==> config.mk <==
export PLATFORM = sky130hd
export DESIGN_NAME = segchain_tx
export DESIGN_NICKNAME = d
export VERILOG_FILES = /design/src/rtl/segchain_pkg.sv /design/src/rtl/seg_code_map.sv /design/src/rtl/seg_sclk_timer.sv /design/src/rtl/seg_bit_counter.sv /design/src/rtl/seg_frame_shifter.sv /design/src/rtl/segchain_tx.sv
export SDC_FILE = /design/constraint.sdc
export NUM_CORES = 1
export LEC_CHECK = 0
export ABC_AREA = 1
export BUFFER_PORTS_ARGS = -buffer_cell sky130_fd_sc_hd__buf_4
export CORE_ASPECT_RATIO = 0.5
export CORE_MARGIN = 2
export CORE_UTILIZATION = 52
export DETAILED_ROUTE_END_ITERATION = 12
export PLACE_DENSITY = 0.78
export SYNTH_ARGS = -nofsm -noshare
export SYNTH_HDL_FRONTEND = slang
export SYNTH_SLANG_ARGS = --single-unit
==> constraint.sdc <==
create_clock -name clk -period 1.4 [get_ports clk]
set_input_delay 0.28 -clock clk [delete_from_list [all_inputs] [get_ports clk]]
set_output_delay 0.28 -clock clk [all_outputs]
set_load 0.02 [all_outputs]
==> src/rtl/segchain_pkg.sv <==
package segchain_pkg;

   localparam int SEG_BITS = 8;

   // Lit pattern for one hex digit, bit 6..0 = g f e d c b a, 1 = segment on.
   function automatic logic [6:0] hex_lit(input logic [3:0] nib);
      logic [6:0] r;
      case (nib)
         4'h0: r = 7'h3F;
         4'h1: r = 7'h06;
         4'h2: r = 7'h5B;
         4'h3: r = 7'h4F;
         4'h4: r = 7'h66;
         4'h5: r = 7'h6D;
         4'h6: r = 7'h7D;
         4'h7: r = 7'h07;
         4'h8: r = 7'h7F;
         4'h9: r = 7'h6F;
         4'hA: r = 7'h77;
         4'hB: r = 7'h7C;
         4'hC: r = 7'h39;
         4'hD: r = 7'h5E;
         4'hE: r = 7'h79;
         default: r = 7'h71;
      endcase
      return r;
   endfunction

   // Common-anode byte: bit 7 = decimal point, 0 = lit.
   function automatic logic [SEG_BITS-1:0] hex_to_anode(input logic [3:0] nib,
                                                         input logic       dp_on);
      return ~{dp_on, hex_lit(nib)};
   endfunction

endpackage

==> src/rtl/seg_code_map.sv <==
module seg_code_map
   import segchain_pkg::*;
#(
   parameter int DIGITS         = 4,
   parameter bit HEX_IN         = 1'b0,
   parameter bit COMMON_CATHODE = 1'b0,
   localparam int FRAME_W       = DIGITS * SEG_BITS
) (
   input  logic [FRAME_W-1:0] code_i,
   output logic [FRAME_W-1:0] frame_o
);

   // Digit 0 lands in the top byte of the frame so it leaves first.
   for (genvar k = 0; k < DIGITS; k++) begin : g_digit
      logic [SEG_BITS-1:0] raw;
      logic [SEG_BITS-1:0] anode;

      assign raw = code_i[k*SEG_BITS +: SEG_BITS];

      if (HEX_IN) begin : g_hex
         assign anode = hex_to_anode(raw[3:0], |raw[7:4]);
      end else begin : g_raw
         assign anode = raw;
      end

      if (COMMON_CATHODE) begin : g_cathode
         assign frame_o[(DIGITS-1-k)*SEG_BITS +: SEG_BITS] = ~anode;
      end else begin : g_anode
         assign frame_o[(DIGITS-1-k)*SEG_BITS +: SEG_BITS] = anode;
      end
   end

endmodule

==> src/rtl/seg_sclk_timer.sv <==
module seg_sclk_timer #(
   parameter int CLK_DIV   = 4,
   localparam int HALF     = CLK_DIV / 2,
   localparam int PH_W     = (CLK_DIV > 1) ? $clog2(CLK_DIV) : 1
) (
   input  logic clk,
   input  logic rst_n,
   input  logic load_i,
   input  logic busy_i,
   output logic sclk_o,
   output logic shift_o
);

   localparam logic [PH_W-1:0] PH_LAST = PH_W'(CLK_DIV - 1);
   localparam logic [PH_W-1:0] PH_RISE = PH_W'(HALF - 1);

   logic [PH_W-1:0] phase_q;
   logic            sclk_q;

   // End of a shift-clock period: falling edge and next data bit.
   assign shift_o = busy_i && (phase_q == PH_LAST);
   assign sclk_o  = sclk_q;

   always_ff @(posedge clk) begin
      if (!rst_n) begin
         phase_q <= '0;
         sclk_q  <= 1'b0;
      end else if (load_i) begin
         phase_q <= '0;
         sclk_q  <= 1'b0;
      end else if (busy_i) begin
         if (shift_o) begin
            phase_q <= '0;
            sclk_q  <= 1'b0;
         end else begin
            phase_q <= phase_q + 1'b1;
            if (phase_q == PH_RISE) sclk_q <= 1'b1;
         end
      end
   end

endmodule

==> src/rtl/seg_bit_counter.sv <==
module seg_bit_counter #(
   parameter int TOTAL = 32,
   localparam int CNT_W = $clog2(TOTAL + 1)
) (
   input  logic clk,
   input  logic rst_n,
   input  logic start_i,
   input  logic shift_i,
   output logic load_o,
   output logic busy_o,
   output logic done_o
);

   logic [CNT_W-1:0] left_q;
   logic             busy_q;
   logic             done_q;

   assign load_o = start_i && !busy_q;
   assign busy_o = busy_q;
   assign done_o = done_q;

   always_ff @(posedge clk) begin
      if (!rst_n) begin
         left_q <= '0;
         busy_q <= 1'b0;
         done_q <= 1'b0;
      end else if (load_o) begin
         left_q <= CNT_W'(TOTAL);
         busy_q <= 1'b1;
         done_q <= 1'b0;
      end else if (shift_i && busy_q) begin
         left_q <= left_q - 1'b1;
         if (left_q == CNT_W'(1)) begin
            busy_q <= 1'b0;
            done_q <= 1'b1;
         end else begin
            done_q <= 1'b0;
         end
      end else begin
         done_q <= 1'b0;
      end
   end

endmodule

==> src/rtl/seg_frame_shifter.sv <==
module seg_frame_shifter #(
   parameter int WIDTH = 32
) (
   input  logic             clk,
   input  logic             rst_n,
   input  logic             load_i,
   input  logic             shift_i,
   input  logic [WIDTH-1:0] frame_i,
   output logic             sdata_o
);

   logic [WIDTH-1:0] sh_q;

   assign sdata_o = sh_q[WIDTH-1];

   always_ff @(posedge clk) begin
      if (!rst_n) begin
         sh_q <= '0;
      end else if (load_i) begin
         sh_q <= frame_i;
      end else if (shift_i) begin
         sh_q <= {sh_q[WIDTH-2:0], 1'b0};
      end
   end

endmodule

==> src/rtl/segchain_tx.sv <==
module segchain_tx
   import segchain_pkg::*;
#(
   parameter int DIGITS         = 4,
   parameter int CLK_DIV        = 4,
   parameter bit HEX_IN         = 1'b0,
   parameter bit COMMON_CATHODE = 1'b0,
   localparam int FRAME_W       = DIGITS * SEG_BITS
) (
   input  logic               clk,
   input  logic               rst_n,
   input  logic               start_i,
   input  logic [FRAME_W-1:0] code_i,
   output logic               sdata_o,
   output logic               sclk_o,
   output logic               busy_o,
   output logic               done_o
);

   if (DIGITS < 1) begin : g_bad_digits
      $error("segchain_tx: DIGITS must be at least 1");
   end
   if (CLK_DIV < 2 || (CLK_DIV % 2) != 0) begin : g_bad_div
      $error("segchain_tx: CLK_DIV must be even and at least 2");
   end

   logic [FRAME_W-1:0] frame;
   logic               load;
   logic               shift;
   logic               busy;

   seg_code_map #(
      .DIGITS         (DIGITS),
      .HEX_IN         (HEX_IN),
      .COMMON_CATHODE (COMMON_CATHODE)
   ) u_map (
      .code_i  (code_i),
      .frame_o (frame)
   );

   seg_bit_counter #(
      .TOTAL (FRAME_W)
   ) u_cnt (
      .clk     (clk),
      .rst_n   (rst_n),
      .start_i (start_i),
      .shift_i (shift),
      .load_o  (load),
      .busy_o  (busy),
      .done_o  (done_o)
   );

   seg_sclk_timer #(
      .CLK_DIV (CLK_DIV)
   ) u_tmr (
      .clk     (clk),
      .rst_n   (rst_n),
      .load_i  (load),
      .busy_i  (busy),
      .sclk_o  (sclk_o),
      .shift_o (shift)
   );

   seg_frame_shifter #(
      .WIDTH (FRAME_W)
   ) u_shf (
      .clk     (clk),
      .rst_n   (rst_n),
      .load_i  (load),
      .shift_i (shift),
      .frame_i (frame),
      .sdata_o (sdata_o)
   );

   assign busy_o = busy;

endmodule

# Word level (Yosys, flattened, before mapping)
# Index checks and enable logic that the tools add are counted.
[classes]
n_addsub = 2
n_eq_ne = 3
n_mux = 11
n_bitwise = 2
reduce_logical = 12
[op_table]
columns = ["cell", "count"]
rows = [
  ["$mux W32", 2],
  ["$mux W6", 2],
  ["$reduce_bool A2 Y1", 4],
  ["$eq A6 B1 Y1 const B", 1],
  ["$mux W1", 6],
  ["$sub A6 B1 Y6 const B", 1],
  ["$reduce_and A2 Y1", 2],
  ["$logic_and A1 B1 Y1", 3],
  ["$reduce_or A3 Y1", 1],
  ["$add A2 B1 Y2 const B", 1],
  ["$eq A2 B1 Y1 const B", 1],
  ["$eq A2 B2 Y1 const B", 1],
  ["$mux W2", 1],
  ["$not A1 Y1", 2],
  ["$reduce_or A2 Y1", 1],
  ["$logic_not A1 Y1", 1],
]
[totals]
reg_bits = 43
input_bits = 35
out_inout_bits = 4
elab_cells = 37

# Depth between registers and ports, before layout
# Gate-level depths: netlist of the first run.
[logic_depth]
depth_word = 5
ltp_mapped = 9
depth_no_buf = 8

# Hierarchy
# From an unflattened synthesis of the first run, not the netlist that was laid out.
[hier_totals]
hier_cells = 348
hier_area_um2 = 2352.3
[modules_own_cells]
columns = ["mod", "n_inst", "cells_per_inst", "area_per_inst_um2", "seq_area_each_um2"]
rows = [
  ["seg_frame_shifter", 1, 242, 1564.0, 640.6],
  ["seg_bit_counter", 1, 52, 387.9, 160.2],
  ["seg_code_map", 1, 32, 240.2, 0.0],
  ["seg_sclk_timer", 1, 22, 160.2, 60.1],
]

# Worst setup path after synthesis of the first run
# Ideal clock, no wire load.
[synth_path]
path_kind = "flip-flop to flip-flop"
start = "reg u_cnt.busy_q (netlist: u_cnt.busy_o)"
end = "reg u_cnt.left_q[5]"
setup_time_ns = 0.110
t_arrival_ns = 1.195
required_ns = 1.290
slack_ns = 0.095
stages_incl_launch_ff = 9
n_path_buf = 1
period_less_slack_ns = 1.305
cell_sequence = "dfxtp_1 -> nand2_2 -> buf_4 -> nor2_1 -> nand2_1 -> nand2_1 -> nand3_1 -> nand2_1 -> inv_1"
[synth_between]
elab_chain_len = 3
word_cells_on_any_way = 6
cone_classes = "mux (1); reduce/logical (5)"
[synth_rtl]
columns = ["item", "line", "source"]
rows = [
  ["start, declared", "seg_bit_counter.sv:15", "logic busy_q;"],
  ["start signal, assigned", "seg_bit_counter.sv:25", "busy_q <= 1'b0;"],
  ["start signal, assigned", "seg_bit_counter.sv:29", "busy_q <= 1'b1;"],
  ["start signal, assigned", "seg_bit_counter.sv:34", "busy_q <= 1'b0;"],
  ["$logic_not A1 Y1 / $logic_and A1 B1 Y1 (equally long branches)", "seg_bit_counter.sv:18, seg_sclk_timer.sv:21", ""],
  ["$logic_and A1 B1 Y1 (on tied branches)", "seg_bit_counter.sv:18, seg_bit_counter.sv:31", ""],
  ["$mux W6 / $reduce_bool A2 Y1 (equally long branches)", "n/a", ""],
  ["end signal, assigned", "seg_bit_counter.sv:28", "left_q <= CNT_W'(TOTAL);"],
  ["end signal, assigned", "seg_bit_counter.sv:32", "left_q <= left_q - 1'b1;"],
  ["end, declared", "seg_bit_counter.sv:14", "logic [CNT_W-1:0] left_q;"],
]
# Parallel ways exist; a longest one is shown, timed or not.
# A chain may end at the register's enable or synchronous reset.

# Final worst setup path of the first run
[layout_path]
start = "reg u_tmr.phase_q[0]"
end = "reg u_shf.sh_q[23]"
[layout_between]
elab_chain_len = 3
[layout_rtl]
columns = ["item", "line", "source"]
rows = [
  ["start, declared", "seg_sclk_timer.sv:17", "logic [PH_W-1:0] phase_q;"],
  ["start signal, assigned", "seg_sclk_timer.sv:36", "phase_q <= phase_q + 1'b1;"],
  ["$eq A2 B2 Y1", "seg_sclk_timer.sv:21", "assign shift_o = busy_i && (phase_q == PH_LAST);"],
  ["$logic_and A1 B1 Y1", "seg_sclk_timer.sv:21", ""],
  ["$reduce_bool A2 Y1 (no source line)", "n/a", ""],
  ["end signal, assigned", "seg_frame_shifter.sv:20", "sh_q <= frame_i;"],
  ["end signal, assigned", "seg_frame_shifter.sv:22", "sh_q <= {sh_q[WIDTH-2:0], 1'b0};"],
  ["end, declared", "seg_frame_shifter.sv:12", "logic [WIDTH-1:0] sh_q;"],
]
# Every way passes these cells.

==> results of run 1 <==
## synth_stat cells, types with 2 or more instances
library cell | n | area, um^2
ha_1 | 4 | 50.05
buf_6 | 4 | 45.04
inv_2 | 2 | 7.510
nor2_1 | 11 | 41.29
o21ai_0 | 31 | 155.2
clkbuf_1 | 2 | 7.510
buf_4 | 2 | 15.01
nand2_4 | 3 | 33.78
buf_2 | 2 | 10.01
nand3_1 | 6 | 30.03
o21ai_2 | 17 | 148.9
dfxtp_1 | 43 | 860.8
nand2_1 | 73 | 274.0
o21ai_1 | 4 | 20.02
a31oi_1 | 4 | 25.02
inv_1 | 35 | 131.4
nor3_1 | 3 | 15.01
buf_1 | 2 | 7.510
a21oi_1 | 9 | 45.04
## routing by layer
layer	track usage	vias to the layer above	part of all wire
met5	0	-	0
met1	0.2495	821	0.47
li1	-	930	-
met2	0.3676	35	0.48
met3	0.04882	7	0.043
met4	0.06866	0	0.011
## where the power goes
part	switching, mW	internal, mW
registers	0.0259	1.29
clock network	0.456	0.357
logic	0.191	0.156
## worst max-delay path, delay by kind of cell, from the launching register on
| kind | cells | cell delay (ps) |
|---|---|---|
| flops | 1 | 360 |
| simple gates | 3 | 330 |
| buf+inv | 2 | 260 |
| fa+ha+maj | 1 | 200 |
| compound gates | 1 | 60 |
## layout make-up
cell class / count / share of cell area
clock buffers: 5 / 0.02799
clock inverters: 3 / 0.01018
inverters: 39 / 0.06310
multi-input cells: 174 / 0.3771
flip-flops and latches: 43 / 0.3506
well taps: 51 / 0.02595
repair buffers: 47 / 0.1450
## state kept, by name (all words and copies together) (netlist names)
register	cells
u_tmr.sclk_o	1
u_cnt.busy_o	1
u_cnt.done_o	1
u_shf.sh_q	32
u_cnt.left_q	6
u_tmr.phase_q	2
## what timing repair did
item	in CTS	in global routing
pin swaps	0	1
endpoints found under the setup margin	4	39
hold buffers	0	0
resized for setup	1	6
## stage by stage
stage | util | worst slack (ps)
final | 0.6895 | 93.50
after detailed placement | 0.6558 | -48.84
after global placement | 0.6558 | 57.68
after CTS | 0.6835 | 13.20
after floorplan | - | 94.75
after global routing | 0.6895 | -0.7423
## worst min-delay path by stage
stage	slack [ps]	cells past startpoint	to	from
3_3_place_gp	450	2	u_shf.sh_q[23]	u_shf.sh_q[23]
6_report	210	3	u_shf.sh_q[0]	code_i[24]
5_1_grt	240	3	u_shf.sh_q[0]	code_i[24]
3_5_place_dp	460	2	u_shf.sh_q[2]	u_shf.sh_q[2]
4_1_cts	210	3	u_shf.sh_q[0]	code_i[24]
2_1_floorplan	420	2	u_shf.sh_q[0]	code_i[24]
## kinds of logic after synthesis
| group | synth area share |
|---|---|
| xor+xnor | 0.004365 |
| compound gates | 0.2145 |
| buf+inv | 0.1185 |
| flops | 0.4289 |
| fa+ha+maj | 0.02494 |
| simple gates | 0.2089 |
==> key figures, run 1 <==
Timing
  – Endpoints failing setup: 0
  – Total Neg Setup Slack: 0 ps
  – Fin crit period: 1307 ps
  – Final hold vios: 0
  – Fmax: about 770 MHz
  – Clk_skew: just under 9 ps
  – Worst Tran Pin Value: 338.4 ps
  – Pins Over Slew Limit: 0
  – Fin crit share: 0.9332
  – Final hold slack: roughly 210 ps
  – Slew headroom: 0.7727

Setup path
  – Crit path to: u_shf.sh_q[23]
  – Slowest cell delay on critical path: between 300 and 400 ps
  – Critical Path Start: u_tmr.phase_q[0]
  – Crit-path most repeated cell: nand2_4
  – Worst path slowest cell: dfxtp_1
  – Crit path max fanout: 15
  – Critical Path AT: 1500 ps
  – WP data required: 1590 ps
  – Critical path endpoint category: flip-flop
  – Reg2reg end: u_shf.sh_q[23]
  – CP Cell Sequence: ha_1, nand2_4, nand2_4, clkinv_4, nand2_8, buf_4, o21ai_2
  – Crit path launch type: flip-flop
  – R2R Setup Slk: 90 ps
  – Crit Path Category: flip-flop to flip-flop
  – Crit Reg-Reg Startpoint: u_tmr.phase_q[0]
  – Cells on worst reg2reg path: 7

Floorplan
  – DIE AREA: 4403 um^2
  – Die W: between 90 and 100 um
  – Die Height: 47.93 um
  – Num rows: 15
  – Starting Density: 0.5628
  – Core area: 3566 um^2
  – IO Count: 39

Global route
  – Grt total ovfl: 0
  – First-pass GRT wire length: 6.865 mm
  – Vias in the first global route: between 1500 and 2000
  – Antenna violations before repair: 0
  – Gr usage total: 0.2024
  – Largest net degree at the start of global routing: 32

Placement
  – Hpwl dp: approximately 3 mm
  – Placed standard-cell area: between 2000 and 2500 um^2
  – Port Buf Inserts: 38
  – Placed Cells: around 350
  – Placer congestion estimate: about 0.8

Final layout
  – Share of layout cells above drive strength 1: 0.2733
  – Area Growth Syn to Fin: 22.51%
  – Layout Nets: between 300 and 400
  – Fillers: between 300 and 400
  – Post-route cell area: approximately 2500 um^2
  – Register area: ~860 um^2
  – Multi-input combinational cell area: between 900 and 1000 um^2
  – Diode count: 0
  – Most common library cell in the layout ignoring fill and taps: nand2_1
  – Commonest cells after routing, fill and taps aside: 73 x nand2_1, 46 x buf_4, 42 x dfxtp_1
  – Final non-filler cell total: around 360

Pwr
  – PwrDens: around 1000 nW/um^2
  – Max IR drop VDD: 0.0005551 V
  – Overall Power: 2.470 mW
  – Leak: between 1 and 1.5 nW

Synth
  – Syn Nets: roughly 310
  – Post-Syn Area: approximately 2000 um^2
  – Post-synth EDFFs: 0
  – Synth Register Bits: 43
  – Async SR Flop Fraction: 0
  – Synthesized area per cell: between 7 and 8 um^2
  – Yosys cell types: 30
  – Mapped Cells: approximately 270
  – Ys Warns: 0
  – Register area share after synthesis: 0.4289
  – Most used DFF post-synth: dfxtp_1

Clock network
  – Post-CTS setup buffer count: 0
  – CTS tree: yes
  – CTS H-tree depth: 2
  – Root buffer cell: clkbuf_8
  – Worst-path clk slew: ~90 ps
  – Clock sinks: 43
  – Clock buffer depth: 2
  – CTS Buf Count: 5
  – Clk Latency, worst-skew pair: 300 ps

Hold path
  – Worst Hold Class: input pin to flip-flop

Outcome
  – Status: finished, final reports clean

Drt
  – Initial DRT Pass Iterations: 4
  – Vias per cell: roughly 5.0
  – Residual DRC: 0
  – Vias after detailed routing: around 1800
  – Routed Antenna Nets: 0
  – Post-DR wirelength/cell: 11.59 um
  – Routed wire length: between 4 and 5 mm
  – Iteration-0 DRC Markers: 75

Job
  – Max-capacitance violation count: 0
Note: power is estimated with default switching activity, not from simulation.
==> run 2, diff against run 1 <==
PLACE_DENSITY = 0.83   (was 0.78)
==> run 2 against run 1 <==
  * Sequential power about the same
  * Cell count decreased by 1.1%
  * Non-clock buffer count shrank 4
  * Die area did not move
  * Global-route usage fell by 0.44 points
  * Worst setup slack improved by 6.4 ps
  * Largest power group unchanged
  * Fmax grew 0.49%
  * Core utilization up 0.53 points
  * First-iteration DRC count up 35%
  * Hold slack got worse by 2.6 ps
  * Flip-flop and latch count stayed put
  * Critical path depth down 1
==> key figures, run 2 (synthesis gave the netlist of run 1 again) <==
Timing
  – Fin crit period: 1300 ps (was 1307 ps)
  – Final hold vios: 0 (unchanged)
  – Pins Over Slew Limit: 0 (unchanged)
  – Worst Setup Slack, final: 99.86 ps (was 93.50 ps)
  – RSZ-0062 raised after global routing: no
  – Fmax: 769.1 MHz (was 765.4 MHz)
  – Final hold slack: 209.8 ps (was 212.4 ps)
  – Endpoints failing setup: 0 (unchanged)
  – Worst Tran Pin Value: 320.4 ps (was 338.4 ps)
  – Clk_skew: 4.610 ps (was 8.771 ps)
  – Slew headroom: 0.7848 (was 0.7727)
  – Fin crit share: 0.9287 (was 0.9332)

Global route
  – Vias in the first global route: 1607 (was 1624)
  – First-pass GRT wire length: 6.768 mm (was 6.865 mm)
  – Grt total ovfl: 0 (unchanged)
  – Antenna violations before repair: 0 (unchanged)
  – Largest net degree at the start of global routing: 32 (unchanged)
  – Gr usage total: 0.1981 (was 0.2024)

Clock network
  – CTS tree: yes (unchanged)
  – Post-CTS setup buffer count: 0 (unchanged)
  – CTS H-tree depth: 2 (unchanged)
  – Clock sinks: 43 (unchanged)
  – CTS Buf Count: 5 (unchanged)
  – Root buffer cell: clkbuf_8 (unchanged)
  – Clock buffer depth: 2 (unchanged)
  – Post-CTS Hold Fix Bufs: 0 (unchanged)
  – Clk Latency, worst-skew pair: 290 ps (was 300 ps)
  – Worst-path clk slew: 80 ps (was 90 ps)

Setup path
  – WP data required: 1580 ps (was 1590 ps)
  – R2R Setup Slk: 100 ps (was 90 ps)
  – Reg2reg end: u_shf.sh_q[0] (was u_shf.sh_q[23])
  – Critical Path AT: 1490 ps (was 1500 ps)
  – Crit path launch type: flip-flop (unchanged)
  – Worst path slowest cell: dfxtp_1 (unchanged)
  – Cells on worst reg2reg path: 6 (was 7)
  – Slowest cell delay on critical path: 380 ps (was 360 ps)
  – Crit path max fanout: 24 (was 15)
  – Critical path endpoint category: flip-flop (unchanged)
  – Crit Reg-Reg Startpoint: u_tmr.phase_q[1] (was u_tmr.phase_q[0])
  – Crit Path Category: flip-flop to flip-flop (unchanged)
  – Crit-path most repeated cell: nand2_4 (unchanged)
  – CP Cell Sequence: ha_4, nand2_4, nand2_4, clkinv_4, nand2_8, o21ai_0 (was ha_1, nand2_4, nand2_4, clkinv_4, nand2_8, buf_4, o21ai_2)

Final layout
  – Regs by FF count: u_shf.sh_q: 32 flops, u_cnt.left_q: 6 flops, u_tmr.phase_q: 2 flops (unchanged)
  – Fillers: 296 (was 310)
  – Share of layout cells above drive strength 1: 0.2736 (was 0.2733)
  – Diode count: 0 (unchanged)
  – Commonest cells after routing, fill and taps aside: 73 x nand2_1, 42 x buf_4, 41 x dfxtp_1 (was 73 x nand2_1, 46 x buf_4, 42 x dfxtp_1)
  – Largest register FFs: 32 (unchanged)
  – Most common library cell in the layout ignoring fill and taps: nand2_1 (unchanged)
  – Reg with most FFs: u_shf.sh_q (unchanged)
  – Area Growth Syn to Fin: 23.44% (was 22.51%)
  – Layout Nets: 345 (was 349)

Drt
  – Vias after detailed routing: 1761 (was 1793)
  – Vias per cell: 4.919 (was 4.953)
  – Routed wire length: 4.135 mm (was 4.194 mm)
  – Post-DR wirelength/cell: 11.55 um (was 11.59 um)
  – Initial DRT Pass Iterations: 4 (unchanged)
  – Iteration-0 DRC Markers: 101 (was 75)
  – Residual DRC: 0 (unchanged)
  – Routed Antenna Nets: 0 (unchanged)

Placement
  – Hpwl dp: 2.857 mm (was 2.994 mm)
  – Placer congestion estimate: 0.8556 (was 0.8208)
  – Worst slack, placed: -81.17 ps (was -48.84 ps)
  – Port Buf Inserts: 38 (unchanged)

Job
  – Max-capacitance violation count: 0 (unchanged)

Hold path
  – Hold path startpoint: code_i[24] (unchanged)
  – Worst Hold Class: input pin to flip-flop (unchanged)
  – Min-Delay Endpoint: u_shf.sh_q[0] (unchanged)
  – Hold depth: 3 (unchanged)

Floorplan
  – Die Height: 47.93 um (unchanged)
  – IO Count: 39 (unchanged)
  – Starting Density: 0.5628 (unchanged)
  – DIE AREA: 4403 um^2 (unchanged)
  – Num rows: 15 (unchanged)
  – Core area: 3566 um^2 (unchanged)
  – Die W: 91.86 um (unchanged)

Pwr
  – Leak: 1.039 nW (about the same)
  – Max IR drop VDD: 0.0006062 V (was 0.0005551 V)
  – PwrDens: 1066 nW/um^2 (was 1005 nW/um^2)

Outcome
  – Status: finished, final reports clean (unchanged)
run 2: cell type report:
| cell class | instances | area [um^2] | area share |
|---|---|---|---|
| multi-input cells | 174 | 942.2 | 0.3803 |
| flip-flops and latches | 43 | 863.3 | 0.3485 |
| repair buffers | 43 | 335.3 | 0.1354 |
| inverters | 39 | 155.1 | 0.06263 |
| clock buffers | 6 | 82.58 | 0.03333 |
| well taps | 51 | 63.81 | 0.02576 |
| clock inverters | 2 | 35.03 | 0.01414 |
run 2: report_power, final:
part,internal [mW],switching [mW],leakage [nW]
Combinational,0.146,0.187,0.625
Sequential,1.29,0.0284,0.353
Clock,0.577,0.417,0.0612
run 2: critical path: cells and delay by family, from the launching register on:
kind                     cells  cell delay [ps]
buffers and inverters        1              110
AO/OA/AOI/OAI                1              100
flip-flops                   1              380
adder cells (fa/ha/maj)      1              160
AND/OR/NAND/NOR              3              420
run 2: what timing repair did:
action	4_1_cts	5_1_grt
endpoints found under the hold margin	0	0
endpoints found under the setup margin	30	28
gates resized for setup	3	6
run 2: how the worst max path moves through the flow:
| stage | start | to | slack [ps] | cells past startpoint |
|---|---|---|---|---|
| floorplan | u_cnt.busy_o | u_cnt.left_q[5] | 90 | 8 |
| CTS | u_tmr.phase_q[0] | u_cnt.left_q[5] | 20 | 9 |
| finish | u_tmr.phase_q[1] | u_shf.sh_q[0] | 100 | 6 |
| detailed placement | u_tmr.phase_q[0] | u_shf.sh_q[0] | -80 | 6 |
| global placement | u_tmr.phase_q[0] | u_shf.sh_q[26] | -30 | 6 |
| global route | u_tmr.phase_q[1] | u_cnt.left_q[5] | 5 | 9 |
run 2: routing by layer:
layer | GRT usage | up-vias | routed length, um
met5 | 0 | - | 0
met4 | 0.08657 | 0 | 67
met3 | 0.04567 | 10 | 157
met2 | 0.3691 | 36 | 1950
met1 | 0.2331 | 790 | 1960
li1 | - | 925 | -
run 2: stage by stage:
step	util	total power [mW]	setup TNS (ps)	cell area, um^2	std cells
floorplan	-	1.549	0	2007	268
global placement	0.6509	1.651	-147.6	2321	350
detailed placement	0.6509	1.663	-813.7	2321	350
CTS	0.6884	2.659	0	2455	358
global route	0.6947	2.750	0	2477	358
finish	0.6947	2.641	0	2477	358
